<file path="src/rtl/can_join_pkg.sv">
package can_join_pkg;

    typedef enum logic [1:0] {
        MODE_CFG  = 2'b00,
        MODE_WAIT = 2'b01,
        MODE_RUN  = 2'b10
    } mode_e;

endpackage

</file>
<file path="src/rtl/can_join_cfg_timer.sv">
// Tracks the two timing-register writes and runs the settle countdown.
module can_join_cfg_timer #(
    parameter int DELAY_CLKS = 23
) (
    input  logic clk,
    input  logic rst_n,
    input  logic active,
    input  logic wr0,
    input  logic wr1,
    output logic done
);
    localparam int CW = $clog2(DELAY_CLKS + 1);
    localparam logic [CW-1:0] RELOAD = CW'(DELAY_CLKS - 1);

    typedef struct packed {
        logic          seen0;
        logic          seen1;
        logic          armed;
        logic [CW-1:0] cnt;
    } tmr_t;

    tmr_t tmr_d, tmr_q;

    always_comb begin
        tmr_d = tmr_q;
        done  = 1'b0;
        if (!active) begin
            tmr_d = '0;
        end else begin
            tmr_d.seen0 = tmr_q.seen0 | wr0;
            tmr_d.seen1 = tmr_q.seen1 | wr1;
            if (tmr_q.armed) begin
                if (wr0 || wr1) begin
                    tmr_d.cnt = RELOAD;
                end else if (tmr_q.cnt == '0) begin
                    done = 1'b1;
                end else begin
                    tmr_d.cnt = tmr_q.cnt - 1'b1;
                end
            end else if (tmr_d.seen0 && tmr_d.seen1) begin
                tmr_d.armed = 1'b1;
                tmr_d.cnt   = RELOAD;
            end
        end
    end

    always_ff @(posedge clk or negedge rst_n) begin
        if (!rst_n) begin
            tmr_q <= '0;
        end else begin
            tmr_q <= tmr_d;
        end
    end

endmodule

</file>
<file path="src/rtl/can_join_idle_det.sv">
// Counts consecutive recessive samples taken on bit-time strobes.
module can_join_idle_det #(
    parameter int IDLE_BITS = 11
) (
    input  logic clk,
    input  logic rst_n,
    input  logic active,
    input  logic tick,
    input  logic rx,
    output logic idle
);
    localparam int CW = $clog2(IDLE_BITS + 1);
    localparam logic [CW-1:0] LAST = CW'(IDLE_BITS - 1);

    typedef struct packed {
        logic [CW-1:0] run;
    } det_t;

    det_t det_d, det_q;

    always_comb begin
        det_d = det_q;
        idle  = 1'b0;
        if (!active) begin
            det_d.run = '0;
        end else if (tick) begin
            if (!rx) begin
                det_d.run = '0;
            end else if (det_q.run == LAST) begin
                idle = 1'b1;
            end else begin
                det_d.run = det_q.run + 1'b1;
            end
        end
    end

    always_ff @(posedge clk or negedge rst_n) begin
        if (!rst_n) begin
            det_q <= '0;
        end else begin
            det_q <= det_d;
        end
    end

endmodule

</file>
<file path="src/rtl/can_join_seq.sv">
module can_join_seq #(
    parameter int DELAY_CLKS = 23,
    parameter int IDLE_BITS  = 11
) (
    input  logic       clk,
    input  logic       rst_n,
    input  logic       rst_req,
    input  logic       btr0_wr,
    input  logic       btr1_wr,
    input  logic       rx_bit,
    input  logic       bit_tick,
    input  logic       tx_in,
    output logic       tx_out,
    output logic [1:0] mode,
    output logic       in_reset
);
    import can_join_pkg::*;

    typedef struct packed {
        mode_e mode;
    } seq_t;

    seq_t seq_d, seq_q;
    logic tmr_active, tmr_done;
    logic det_active, det_idle;

    assign tmr_active = (seq_q.mode == MODE_CFG)  && !rst_req;
    assign det_active = (seq_q.mode == MODE_WAIT) && !rst_req;

    can_join_cfg_timer #(.DELAY_CLKS(DELAY_CLKS)) u_timer (
        .clk    (clk),
        .rst_n  (rst_n),
        .active (tmr_active),
        .wr0    (btr0_wr),
        .wr1    (btr1_wr),
        .done   (tmr_done)
    );

    can_join_idle_det #(.IDLE_BITS(IDLE_BITS)) u_idle (
        .clk    (clk),
        .rst_n  (rst_n),
        .active (det_active),
        .tick   (bit_tick),
        .rx     (rx_bit),
        .idle   (det_idle)
    );

    always_comb begin
        seq_d = seq_q;
        if (rst_req) begin
            seq_d.mode = MODE_CFG;
        end else begin
            unique case (seq_q.mode)
                MODE_CFG:  if (tmr_done) seq_d.mode = MODE_WAIT;
                MODE_WAIT: if (det_idle) seq_d.mode = MODE_RUN;
                MODE_RUN:  seq_d.mode = MODE_RUN;
                default:   seq_d.mode = MODE_CFG;
            endcase
        end
    end

    always_ff @(posedge clk or negedge rst_n) begin
        if (!rst_n) begin
            seq_q.mode <= MODE_CFG;
        end else begin
            seq_q <= seq_d;
        end
    end

    assign mode     = seq_q.mode;
    assign in_reset = (seq_q.mode == MODE_CFG);
    assign tx_out   = (seq_q.mode == MODE_RUN) ? tx_in : 1'b1;

endmodule

</file>
<file path="config.mk">
export PLATFORM = sky130hd
export DESIGN_NAME = can_join_seq
export DESIGN_NICKNAME = d
export VERILOG_FILES = /design/src/rtl/can_join_pkg.sv /design/src/rtl/can_join_cfg_timer.sv /design/src/rtl/can_join_idle_det.sv /design/src/rtl/can_join_seq.sv
export SDC_FILE = /design/constraint.sdc
export NUM_CORES = 1
export LEC_CHECK = 0
export ABC_AREA = 1
export BUFFER_PORTS_ARGS = -buffer_cell sky130_fd_sc_hd__buf_2
export CAP_MARGIN = 10
export CORE_ASPECT_RATIO = 1.4
export CORE_MARGIN = 4
export CORE_UTILIZATION = 53
export CTS_BUF_LIST = sky130_fd_sc_hd__clkbuf_4 sky130_fd_sc_hd__clkbuf_8
export CTS_CLUSTER_SIZE = 20
export DETAILED_ROUTE_END_ITERATION = 7
export PLACE_DENSITY = 0.86
export SYNTH_ARGS = -nofsm -noshare
export SYNTH_HDL_FRONTEND = slang
export SYNTH_SLANG_ARGS = --single-unit
</file>
<file path="constraint.sdc">
create_clock -name clk -period 1.2 [get_ports clk]
set_input_delay 0.12 -clock clk [delete_from_list [all_inputs] [get_ports clk]]
set_output_delay 0.12 -clock clk [all_outputs]
set_load 0.01 [all_outputs]
</file>
==> implementation parameters <==
Parameter                              Value

Critical path
  Worst-path cell chain ... inv_2 > ha_4 > nand2_4 > nor2_4 > nand2_4 > nand2_4 > nand2_4 > nand2_1 > nand2_1
  Crit path arrival time ... 1.51 ns
  Endpoint type of the worst setup path ... flop
  Crit Path Class ... flop to flop
  CP max FO ... 5
  Worst reg2reg endpoint ... mode[0]$_DFFE_PN0P_
  Worst Setup Start Kind ... flop
  Most frequent CP cell ... sky130_fd_sc_hd__nand2_4
  Reg-to-reg slack, setup ... -0.14 ns
  Critical Path Slowest Stage Cell ... sky130_fd_sc_hd__dfrtp_1
  Required time at the worst-slack endpoint ... 1.37 ns
  Worst reg2reg startpoint ... u_timer.tmr_q[1]$_DFFE_PN0P_
  R2r worst-path depth ... 9
  Largest incremental delay on the critical path ... 0.40 ns

GRT
  Number of antenna violations at the first check in global routing ... 0
  Total track usage ... 0.229
  Global-route congestion overflow total ... 0
  Met1 Track Usage GR ... 0.241
  Most congested layer reported by global routing ... met2
  Maximum number of pins on one net before global-route repair ... 15
  Global routing usage on met3 ... 0.0183
  Wire length of the first global-routing pass ... 4.35 mm
  Met2 Usage GRT ... 0.460
  Via count of the first global-routing pass ... 942

Floorplan
  Die footprint ... 0.00258 sq mm
  Initial core utilization ... 0.551
  CORE AREA ... 0.00176 sq mm
  Row count ... 18
  Horizontal die dimension ... 44.1 um
  Die height ... 58.5 um
  I/O pin total ... 12

Yosys
  Number of library cell types mapped by synthesis ... 20
  Share of the synthesized area in the top cell type ... 0.362
  Area fraction in compound gates after synthesis ... 0.0505
  Number of synthesis warnings ... 0
  Flops & latches, synth ... 14
  Syn_area_per_cell ... 7.56 sq um
  Post-synthesis share of cell area spent on and, or, nand and nor gates ... 0.410
  Main combinational cell family by area after synthesis ... simple AND/OR/NAND/NOR gates
  Netlist Area Pre-Place ... 967 sq um
  Part of the Yosys area used for sequential elements ... 0.362
  Cell type with the highest aggregate area in the netlist ... sky130_fd_sc_hd__dfrtp_1
  Synth top area cells ... sky130_fd_sc_hd__dfrtp_1, sky130_fd_sc_hd__nand2_1, sky130_fd_sc_hd__ha_1, sky130_fd_sc_hd__nand3_1, sky130_fd_sc_hd__inv_1
  Number of standard cells after synthesis ... 128
  Mux share of post-synthesis cell area ... 0
  Adder and majority gate portion of the synthesized area ... 0.0906
  Post-synth net total ... 143
  Area share of xor/xnor cells in the synthesized design ... 0.00906

Route
  Drt wl/cell ... 16.0 um
  Starting DRT DRC Count ... 16
  Number of DRC violations after detailed routing ... 0
  Pre-Repair DR Iteration Count ... 5
  Count of nets left with antenna violations after detail routing ... 0
  Aggregate routed wire length ... 2.87 mm
  Vias after detailed routing ... 983
  Detailed-route vias per instance ... 5.49

STA
  Setup_tns ... -1.08 ns
  Final number of max-transition violations ... 0
  Worst clock skew ... 0.00747 ns
  Upper clock frequency limit ... 746 MHz
  Setup repair after global routing missed its margin ... true
  Shortest period the worst path allows ... 1.34 ns
  Post-route fraction of the period consumed by the critical path ... 1.12
  Final-report hold violation count ... 0
  Least-Margin Pin Slew ... 0.321 ns
  Worst slew margin relative to its limit ... 0.786
  Setup violations, final ... 13
  Final setup slack of the worst path ... -0.140 ns

Pwr
  Sw Ratio ... 0.447
  Sequential power share ... 0.277
  Switching power ... 1.06 mW
  Internal Power ... 1.32 mW
  VDD IR max ... 1180 uV
  Areal power density over the cells ... 1700 mW/mm^2
  Part of the power in the clock network ... 0.113
  Reported leakage power ... 0.691 nW
  Combinational share of power ... 0.610
  Pwr Total ... 2.38 mW

Cells and area
  Final core utilization ... 0.799
  Share of post-route cells with drive strength above 1 ... 0.503
  Most common cell after layout, fill and taps aside ... sky130_fd_sc_hd__nand2_1
  Number of diodes added for antenna fixing ... 0
  Cell area after layout ... 0.00140 sq mm
  Area growth syn-to-layout ... 45.1%
  Net count, final ... 176
  Most used cells in the layout excluding fill and tap cells ... sky130_fd_sc_hd__nand2_1, sky130_fd_sc_hd__buf_4, sky130_fd_sc_hd__nand3_1, sky130_fd_sc_hd__dfrtp_1, sky130_fd_sc_hd__inv_1

Clock tree
  Clock buffers created by TritonCTS ... 3
  Clock tree from TritonCTS ... yes
  CTS sink count ... 14
  Clk slew on worst S/H paths ... 0.08 ns
  Max clock buf depth ... 2
  Clock tree root buffer cell ... sky130_fd_sc_hd__clkbuf_4
  CTS H-Tree Depth ... 1
  Clock network latency to the later pin of the worst-skew pair ... 0.29 ns

Worst hold path
  Min-delay worst type ... primary input to flop
  Number of stages on the worst hold path ... 3
  Destination of the worst hold path ... u_timer.tmr_q[7]$_DFF_PN0_
  Hold path startpoint ... btr0_wr

Place
  Total half-perimeter wirelength after legalization and detailed placement ... 1.62 mm
  Port Buf Inserts ... 11
  RePlAce Congestion ... 0.810
  Standard cell area after detailed placement ... 0.00114 sq mm
  Worst-case setup slack after placement ... -0.108 ns

Status
  Run status ... complete, but fails checks
  Violations in the final reports ... negative setup slack

Job
  Max-cap viol count ... 0
## power groups by stage
stage / Clock, mW / Combinational [mW] / Sequential (mW)
floorplan: 0 / 0.673 / 0.661
global placement: 0 / 0.919 / 0.655
detailed placement: 0 / 0.963 / 0.657
CTS: 0.262 / 1.13 / 0.651
global route: 0.284 / 1.57 / 0.674
finish: 0.269 / 1.45 / 0.660
## repair_timing
action / CTS / global route
hold endpoints to repair: 14 / 0
hold buffers: 1 / 0
setup buffers: 3 / 5
pin swaps: 7 / 12
gates resized for setup: 18 / 24
setup endpoints to repair: 11 / 14
## through the flow
stage          hold slack [ns]  instances
6_report                0.0827        179
5_1_grt                 0.0975        179
4_1_cts                 0.0916        174
3_5_place_dp            0.0317        167
3_3_place_gp            0.0284        167
2_1_floorplan           -0.176        128
## cell families after synthesis
logic type	after synthesis
and+or+nand+nor	80
buffers and inverters	20
DFF	14
adders and majority gates	7
AOI/OAI and AO/OA	6
xor gates and xnor gates	1
## metal layers
metal,share of wire,vias up,wire length (um)
li1,-,466,-
met1,0.33,457,944
met2,0.59,42,1690
met3,0.032,18,91
met4,0.049,0,139
met5,0,-,0
## final cells by class
class,count,area (sq um)
Clock buffer,3,22.5
Fill cell,105,353
Inverter,20,87.6
Multi-Input combinational cell,94,704
Sequential cell,14,353
Tap cell,20,25.0
Timing Repair Buffer,28,211
## worst max path at each step
stage                                       from                     endpoint  slack, ns  depth (start not counted)
CTS                  u_idle.det_q[0]$_DFFE_PN0P_  u_idle.det_q[0]$_DFFE_PN0P_      -0.05                          7
finish              u_timer.tmr_q[1]$_DFFE_PN0P_          mode[0]$_DFFE_PN0P_      -0.14                          9
detailed placement   u_idle.det_q[0]$_DFFE_PN0P_  u_idle.det_q[3]$_DFFE_PN0P_      -0.11                          7
global placement     u_idle.det_q[0]$_DFFE_PN0P_  u_idle.det_q[3]$_DFFE_PN0P_      -0.06                          7
floorplan                    mode[1]$_DFFE_PN0P_  u_idle.det_q[3]$_DFFE_PN0P_     -0.004                          7
global route        u_timer.tmr_q[1]$_DFFE_PN0P_          mode[0]$_DFFE_PN0P_      -0.21                          9
## worst max-delay path: cells and delay by family, from the launching register on
family | cells | cell delay (ns)
and+or+nand+nor | 7 | 0.57
DFF | 1 | 0.40
adders and majority gates | 1 | 0.14
buffers and inverters | 1 | 0.09
## cell usage after synthesis
cell and instances:
sky130_fd_sc_hd__nand2_4 3, sky130_fd_sc_hd__nand4_1 3, sky130_fd_sc_hd__ha_1 7, sky130_fd_sc_hd__a21oi_4 1, sky130_fd_sc_hd__nand3b_1 1, sky130_fd_sc_hd__nand2_2 6, sky130_fd_sc_hd__xnor2_1 1, sky130_fd_sc_hd__nand3_1 15
sky130_fd_sc_hd__nor2_1 10, sky130_fd_sc_hd__dfrtp_1 14, sky130_fd_sc_hd__inv_2 4, sky130_fd_sc_hd__o22ai_2 1, sky130_fd_sc_hd__or2_2 1, sky130_fd_sc_hd__inv_1 16, sky130_fd_sc_hd__nand2_1 36, sky130_fd_sc_hd__a21oi_1 2
sky130_fd_sc_hd__nor2_2 2, sky130_fd_sc_hd__nand3_2 1, sky130_fd_sc_hd__o21ai_1 2, sky130_fd_sc_hd__nor2_4 2
## flip-flops by register name, indices dropped and copies added, names as in the netlist
| signal | flops |
|---|---|
| u_idle.det_q | 4 |
| mode | 2 |
| u_timer.tmr_q | 8 |
No activity file was read; power rests on OpenSTA's default activity.
